$ cat src/rtl/dpot_pkg.sv
package dpot_pkg;

    typedef enum logic [1:0] {
        CMD_LOAD_WIPER = 2'b00,
        CMD_LOAD_STORE = 2'b01,
        CMD_SAVE       = 2'b10,
        CMD_RECALL     = 2'b11
    } dpot_cmd_e;

endpackage

$ cat src/rtl/dpot_serial_rx.sv
module dpot_serial_rx
    import dpot_pkg::*;
#(
    parameter int DW = 8
) (
    input  logic          clk,
    input  logic          rst_n,
    input  logic          cs_n,
    input  logic          sclk,
    input  logic          din,
    output logic          frm_stb,
    output dpot_cmd_e     frm_cmd,
    output logic [DW-1:0] frm_data,
    output logic          frm_long,
    output logic          frm_short,
    output logic          cs_idle
);

    localparam int FB = 2 * DW;
    localparam int CW = $clog2(FB + 2);
    localparam logic [CW-1:0] CNT_SAT  = CW'(FB + 1);
    localparam logic [CW-1:0] CNT_LONG = CW'(FB);
    localparam logic [CW-1:0] CNT_SHRT = CW'(DW);

    typedef struct packed {
        logic [1:0]    cs_sy;
        logic [1:0]    ck_sy;
        logic [1:0]    dn_sy;
        logic          ck_prev;
        logic          cs_prev;
        logic [FB-1:0] sh;
        logic [CW-1:0] cnt;
        logic          stb;
        dpot_cmd_e     cmd;
        logic [DW-1:0] data;
        logic          lng;
        logic          shrt;
    } rx_t;

    rx_t rx_d, rx_q;

    always_comb begin
        rx_d         = rx_q;
        rx_d.cs_sy   = {rx_q.cs_sy[0], cs_n};
        rx_d.ck_sy   = {rx_q.ck_sy[0], sclk};
        rx_d.dn_sy   = {rx_q.dn_sy[0], din};
        rx_d.ck_prev = rx_q.ck_sy[1];
        rx_d.cs_prev = rx_q.cs_sy[1];
        rx_d.stb     = 1'b0;
        if (!rx_q.cs_sy[1]) begin
            if (rx_q.ck_sy[1] && !rx_q.ck_prev) begin
                rx_d.sh = {rx_q.sh[FB-2:0], rx_q.dn_sy[1]};
                if (rx_q.cnt != CNT_SAT) begin
                    rx_d.cnt = rx_q.cnt + 1'b1;
                end
            end
        end else begin
            rx_d.cnt = '0;
        end
        if (rx_q.cs_sy[1] && !rx_q.cs_prev) begin
            rx_d.stb  = 1'b1;
            rx_d.lng  = (rx_q.cnt == CNT_LONG);
            rx_d.shrt = (rx_q.cnt == CNT_SHRT);
            rx_d.data = rx_q.sh[DW-1:0];
            if (rx_q.cnt == CNT_LONG) begin
                rx_d.cmd = dpot_cmd_e'(rx_q.sh[FB-1:FB-2]);
            end else begin
                rx_d.cmd = dpot_cmd_e'(rx_q.sh[DW-1:DW-2]);
            end
        end
    end

    always_ff @(posedge clk or negedge rst_n) begin
        if (!rst_n) begin
            rx_q         <= '0;
            rx_q.cs_sy   <= 2'b11;
            rx_q.cs_prev <= 1'b1;
            rx_q.cmd     <= CMD_LOAD_WIPER;
        end else begin
            rx_q <= rx_d;
        end
    end

    assign frm_stb   = rx_q.stb;
    assign frm_cmd   = rx_q.cmd;
    assign frm_data  = rx_q.data;
    assign frm_long  = rx_q.lng;
    assign frm_short = rx_q.shrt;
    assign cs_idle   = rx_q.cs_sy[1];

    // a commit strobe lasts one cycle
    a_r3_strobe_single: assert property (@(posedge clk) disable iff (!rst_n)
        rx_q.stb |=> !rx_q.stb);

    // a frame cannot be both lengths
    a_r7_len_exclusive: assert property (@(posedge clk) disable iff (!rst_n)
        rx_q.stb |-> !(rx_q.lng && rx_q.shrt));

endmodule

$ cat src/rtl/dpot_nvstore.sv
module dpot_nvstore #(
    parameter int          DW       = 8,
    parameter int          BUSY_CYC = 200,
    parameter logic [DW-1:0] RST_VAL = 8'h80
) (
    input  logic          clk,
    input  logic          rst_n,
    input  logic          wr_req,
    input  logic [DW-1:0] wr_val,
    output logic [DW-1:0] val,
    output logic          busy,
    output logic          wr_stb
);

    localparam int BW = $clog2(BUSY_CYC + 1);
    localparam logic [BW-1:0] BUSY_LOAD = BW'(BUSY_CYC);
    localparam logic [BW-1:0] BUSY_LAST = BW'(1);

    typedef struct packed {
        logic [DW-1:0] val;
        logic [BW-1:0] cnt;
        logic          busy;
        logic          stb;
    } nv_t;

    nv_t nv_d, nv_q;

    always_comb begin
        nv_d     = nv_q;
        nv_d.stb = 1'b0;
        if (nv_q.busy) begin
            if (nv_q.cnt == BUSY_LAST) begin
                nv_d.busy = 1'b0;
                nv_d.cnt  = '0;
            end else begin
                nv_d.cnt = nv_q.cnt - 1'b1;
            end
        end else if (wr_req) begin
            nv_d.val  = wr_val;
            nv_d.stb  = 1'b1;
            nv_d.busy = 1'b1;
            nv_d.cnt  = BUSY_LOAD;
        end
    end

    always_ff @(posedge clk or negedge rst_n) begin
        if (!rst_n) begin
            nv_q     <= '0;
            nv_q.val <= RST_VAL;
        end else begin
            nv_q <= nv_d;
        end
    end

    assign val    = nv_q.val;
    assign busy   = nv_q.busy;
    assign wr_stb = nv_q.stb;

    // stored value only changes on a write request
    a_r4_store_needs_request: assert property (@(posedge clk) disable iff (!rst_n)
        !$stable(nv_q.val) |-> $past(wr_req));

    // controller never requests while busy
    a_r8_no_request_when_busy: assert property (@(posedge clk) disable iff (!rst_n)
        wr_req |-> !nv_q.busy);

endmodule

$ cat src/rtl/dpot_ctrl.sv
module dpot_ctrl
    import dpot_pkg::*;
#(
    parameter int DW          = 8,
    parameter int POR_CYC     = 500,
    parameter int NV_BUSY_CYC = 200
) (
    input  logic          clk,
    input  logic          rst_n,
    input  logic          cs_n,
    input  logic          sclk,
    input  logic          din,
    output logic [DW-1:0] tap_code,
    output logic [DW-1:0] stored_code,
    output logic          nv_wr_stb,
    output logic          standby
);

    localparam int PW = $clog2(POR_CYC + 1);
    localparam logic [PW-1:0] POR_LOAD = PW'(POR_CYC);
    localparam logic [PW-1:0] POR_LAST = PW'(1);
    localparam logic [DW-1:0] MIDSCALE = DW'(1) << (DW - 1);

    typedef struct packed {
        logic [DW-1:0] tap;
        logic [PW-1:0] por_cnt;
        logic          por_act;
    } ct_t;

    ct_t ct_d, ct_q;

    logic          frm_stb, frm_long, frm_short, cs_idle;
    dpot_cmd_e     frm_cmd;
    logic [DW-1:0] frm_data;
    logic          nv_req, nv_busy;
    logic [DW-1:0] nv_wval, nv_val;
    logic          frm_ok;

    dpot_serial_rx #(.DW(DW)) u_rx (
        .clk       (clk),
        .rst_n     (rst_n),
        .cs_n      (cs_n),
        .sclk      (sclk),
        .din       (din),
        .frm_stb   (frm_stb),
        .frm_cmd   (frm_cmd),
        .frm_data  (frm_data),
        .frm_long  (frm_long),
        .frm_short (frm_short),
        .cs_idle   (cs_idle)
    );

    dpot_nvstore #(.DW(DW), .BUSY_CYC(NV_BUSY_CYC), .RST_VAL(MIDSCALE)) u_nv (
        .clk    (clk),
        .rst_n  (rst_n),
        .wr_req (nv_req),
        .wr_val (nv_wval),
        .val    (nv_val),
        .busy   (nv_busy),
        .wr_stb (nv_wr_stb)
    );

    always_comb begin
        ct_d    = ct_q;
        nv_req  = 1'b0;
        nv_wval = frm_data;
        frm_ok  = frm_stb && !ct_q.por_act && !nv_busy &&
                  (frm_long || (frm_short && frm_cmd[1]));
        if (ct_q.por_act) begin
            if (ct_q.por_cnt == POR_LAST) begin
                ct_d.por_act = 1'b0;
                ct_d.por_cnt = '0;
                ct_d.tap     = nv_val;
            end else begin
                ct_d.por_cnt = ct_q.por_cnt - 1'b1;
            end
        end else if (frm_ok) begin
            unique case (frm_cmd)
                CMD_LOAD_WIPER: ct_d.tap = frm_data;
                CMD_LOAD_STORE: nv_req   = 1'b1;
                CMD_SAVE: begin
                    nv_req  = 1'b1;
                    nv_wval = ct_q.tap;
                end
                CMD_RECALL:     ct_d.tap = nv_val;
                default:        ct_d.tap = ct_q.tap;
            endcase
        end
    end

    always_ff @(posedge clk or negedge rst_n) begin
        if (!rst_n) begin
            ct_q.tap     <= '0;
            ct_q.por_cnt <= POR_LOAD;
            ct_q.por_act <= 1'b1;
        end else begin
            ct_q <= ct_d;
        end
    end

    assign tap_code    = ct_q.tap;
    assign stored_code = nv_val;
    assign standby     = cs_idle && !ct_q.por_act && !nv_busy;

    // wiper equals stored code when recall completes
    a_r2_recall_at_end: assert property (@(posedge clk) disable iff (!rst_n)
        $fell(ct_q.por_act) |-> (tap_code == stored_code));

    // wiper holds during the recall interval
    a_r1_hold_during_recall: assert property (@(posedge clk) disable iff (!rst_n)
        (ct_q.por_act && $past(ct_q.por_act)) |-> $stable(ct_q.tap));

    // wiper moves only after a frame commit or recall end
    a_r3_tap_moves_on_commit: assert property (@(posedge clk) disable iff (!rst_n)
        !$stable(ct_q.tap) |-> ($past(frm_stb) || $fell(ct_q.por_act)));

    // no standby in the cycle a store write begins
    a_r9_standby_vs_write: assert property (@(posedge clk) disable iff (!rst_n)
        nv_wr_stb |-> !standby);

endmodule

$ cat config.mk
export PLATFORM = sky130hd
export DESIGN_NAME = dpot_ctrl
export DESIGN_NICKNAME = d
export VERILOG_FILES = /design/src/rtl/dpot_pkg.sv /design/src/rtl/dpot_serial_rx.sv /design/src/rtl/dpot_nvstore.sv /design/src/rtl/dpot_ctrl.sv
export SDC_FILE = /design/constraint.sdc
export NUM_CORES = 1
export LEC_CHECK = 0
export BUFFER_PORTS_ARGS = -buffer_cell sky130_fd_sc_hd__buf_4
export CELL_PAD_IN_SITES_DETAIL_PLACEMENT = 1
export CELL_PAD_IN_SITES_GLOBAL_PLACEMENT = 1
export CORE_ASPECT_RATIO = 1.2
export CORE_UTILIZATION = 49
export CTS_CLUSTER_DIAMETER = 50
export DETAILED_ROUTE_END_ITERATION = 8
export GPL_ROUTABILITY_DRIVEN = 0
export PLACE_DENSITY_LB_ADDON = 0.3
export SLEW_MARGIN = 15
export SYNTH_ARGS = -nofsm -noshare
export SYNTH_HDL_FRONTEND = slang
export SYNTH_SLANG_ARGS = --single-unit
$ cat constraint.sdc
create_clock -name clk -period 2.6 [get_ports clk]
set_clock_uncertainty 0.2 [all_clocks]
set_input_delay 0.39 -clock clk [delete_from_list [all_inputs] [get_ports clk]]
set_output_delay 0.39 -clock clk [all_outputs]
set_load 0.02 [all_outputs]
==> results_dict.tcl <==
set metrics [dict create \
    grt-ovfl-total 0 \
    io_buffers 22 \
    postLayoutCellArea_mm2 0.00406 \
    wl_um 6580 \
    placed_cells 386 \
    num_antenna_cells 0 \
    stdcell_count 406 \
    dpl-instance-area_mm2 0.00381 \
    fin_crit_sh 0.779 \
    grt_max_degree 48 \
    hpwl_um 4600 \
    yosys_warnings 0 \
    synth_commonest_cells "67 x dfrtp_1, 30 x mux2_2, 21 x nand2_1" \
    syn_avg_cell_area_um2 12.4 \
    start_util 0.507 \
    syn-cell-area_mm2 0.00367 \
    required_ns 2.01 \
    clkTransAtPathRegs_ns 0.07 \
    grt_pass1_vias 2313 \
    ys.flop_type "dfrtp_1" \
    hold_viol_final 0 \
    setup_violations 0 \
    clock.fmax_ghz 0.494 \
    status "completed" \
    min_path_cells 0 \
    finalMaxSlewViolations 0 \
    p_leak_nw 1.94 \
    fin_ws_ns 0.575 \
    synth-simple-area-share 0.121 \
    final_util 0.561 \
    cts_setup_buffers 0 \
    tightest_slew_ns 0.694 \
    post_cts_resized 0 \
    drtAntennaViolNets 0 \
    drt_pass1_iterations 2 \
    synth-seq-cells 78 \
    cts_max_level 3 \
    clk_latency_ns 0.35 \
    ys_top_cells_by_area "dfrtp_1 46%, mux2_2 9.2%, dfstp_2 7.9%" \
    cts.hold.buffers_added 4 \
    vias 2191 \
    die_h_um 96.8 \
    yosysTopAreaCell "dfrtp_1" \
    rows 34 \
    synth-compound-area-share 0.0566 \
    grtUsageTotal 0.194 \
    core_mm2 0.00723 \
    muxShareOfSynthArea 0.170 \
    numCtsBuffers 9 \
    rrSetupSlack_ns 0.59 \
    synth-async-reset-ratio 1.00 \
    worstPathMaxFanout 13 \
    dieArea_mm2 0.00784 \
    root_buffer "clkbuf_8" \
    final_nets 326 \
    rr_worst_depth 5 \
    synth.most_common_cell "dfrtp_1" \
    crit_path_end_kind "output pin" \
    area_growth_syn_to_layout_pct 10.7 \
    crit_type "flip-flop to output pin" \
    clockBufferDepth 2 \
    synth_top_cell_area_share 0.457 \
    cts_tree "built" \
    arrival_ns 1.44 \
    power_density_mw_per_mm2 672 \
    place_ws_ns 0.591 \
    via_per_inst 5.40 \
    synth_edf_count 0 \
    relSlewSlack 0.538 \
    die_x_um 81.0 \
    ys_types 52 \
    critPathLaunchType "flip-flop" \
    synthXorXnorAreaFrac 0.0215 \
    hp-class "flip-flop to flip-flop" \
    post_drt_wl_per_cell_um 16.2 \
    syn-num-nets 311 \
    netlist_instances 296 \
    max-vdd-ir-drop_v 0.000301 \
    ys_seq_area_frac 0.536 \
    synth_fa_ha_area_frac 0.0341 \
    synth_top_family_by_area "multiplexers" \
    antenna_found_initial 0 \
    grt_pass1_wl_um 11500 \
    dr.first_iter.drc_count 87 \
    ioPinCount 23 \
    layout-drive-gt1-share 0.307 \
    clock_sinks 78 \
    drc 0 \
    min_period_ns 2.03 \
    max_cap_viol_count 0 \
    grt_setup_unrepaired "no" \
    tns_ns 0 \
]
## flip-flops by register name, summed over array words and instances (netlist names), 2 cells and up
register and cells:
u_rx.rx_q 24, tap_code 8, u_nv.val 8, ct_q 10, u_rx.rx_d 4, u_nv.nv_q 8
u_rx.frm_data 8, u_rx.frm_cmd 2
## layer usage
metal  GRT usage  vias to the layer above  share of wire
li1            -                     1028              -
met1       0.246                     1132           0.45
met2       0.316                       25           0.52
met3      0.0425                        6          0.023
met4      0.0824                        0          0.016
met5           0                        -              0
## stage by stage
| step | hold slack [ns] | power (W) |
|---|---|---|
| 3_3_place_gp | 0.134 | 0.00176 |
| 3_5_place_dp | 0.146 | 0.00180 |
| 5_1_grt | 0.171 | 0.00287 |
| 4_1_cts | 0.165 | 0.00277 |
| 2_1_floorplan | -0.106 | 0.00167 |
| 6_report | 0.158 | 0.00273 |
## area by class of cell
cell class | count | area [µm²]
Multi-Input combinational cell | 180 | 1480
Clock inverter | 4 | 72.6
Fill cell | 757 | 3170
Clock buffer | 12 | 135
Tap cell | 90 | 113
Inverter | 12 | 45.0
Sequential cell | 78 | 1970
Timing Repair Buffer | 30 | 248
## cell families (layout without fill, tap and decap cells)
family,count (synthesis),in the layout
flops,78,78
mux,54,54
buf+inv,38,58
fa+ha+maj,10,10
compound gates,33,33
xor+xnor,9,9
simple gates,74,74
## power breakdown
part	internal [W]	switching, W	leakage, nW
sequential	0.00135	0.000115	1.01
clock	0.000541	0.000416	0.101
combinational	0.000179	0.000131	0.826
## cells in the final DEF (no fill, tap or decap), types with 5 or more instances in the layout
cell,count
nand2_1,21
clkbuf_8,9
mux2_2,30
buf_4,25
o21ai_1,9
dfstp_2,11
o21ai_0,5
xor2_1,6
ha_1,10
inv_1,12
mux2i_1,12
a21oi_1,6
nor2_1,17
dfrtp_1,67
mux2_4,8
## worst max-delay path, stage by stage (launching register included)
cell,delay [ns]
dfstp_2,0.67
nor2_2,0.09
and2_1,0.18
buf_4,0.15
## path summary, 6_finish.rpt
path | from | to
max | ct_q[0] | standby
min | u_rx.rx_d[39] | u_rx.rx_d[35]
max reg2reg | ct_q[1] | tap_code[5]
min reg2reg | u_rx.rx_d[39] | u_rx.rx_d[35]
max in group asynchronous | rst_n | ct_q[9]
min in group asynchronous | rst_n | u_nv.nv_q[9]
No activity file was read; power rests on OpenSTA's default activity.
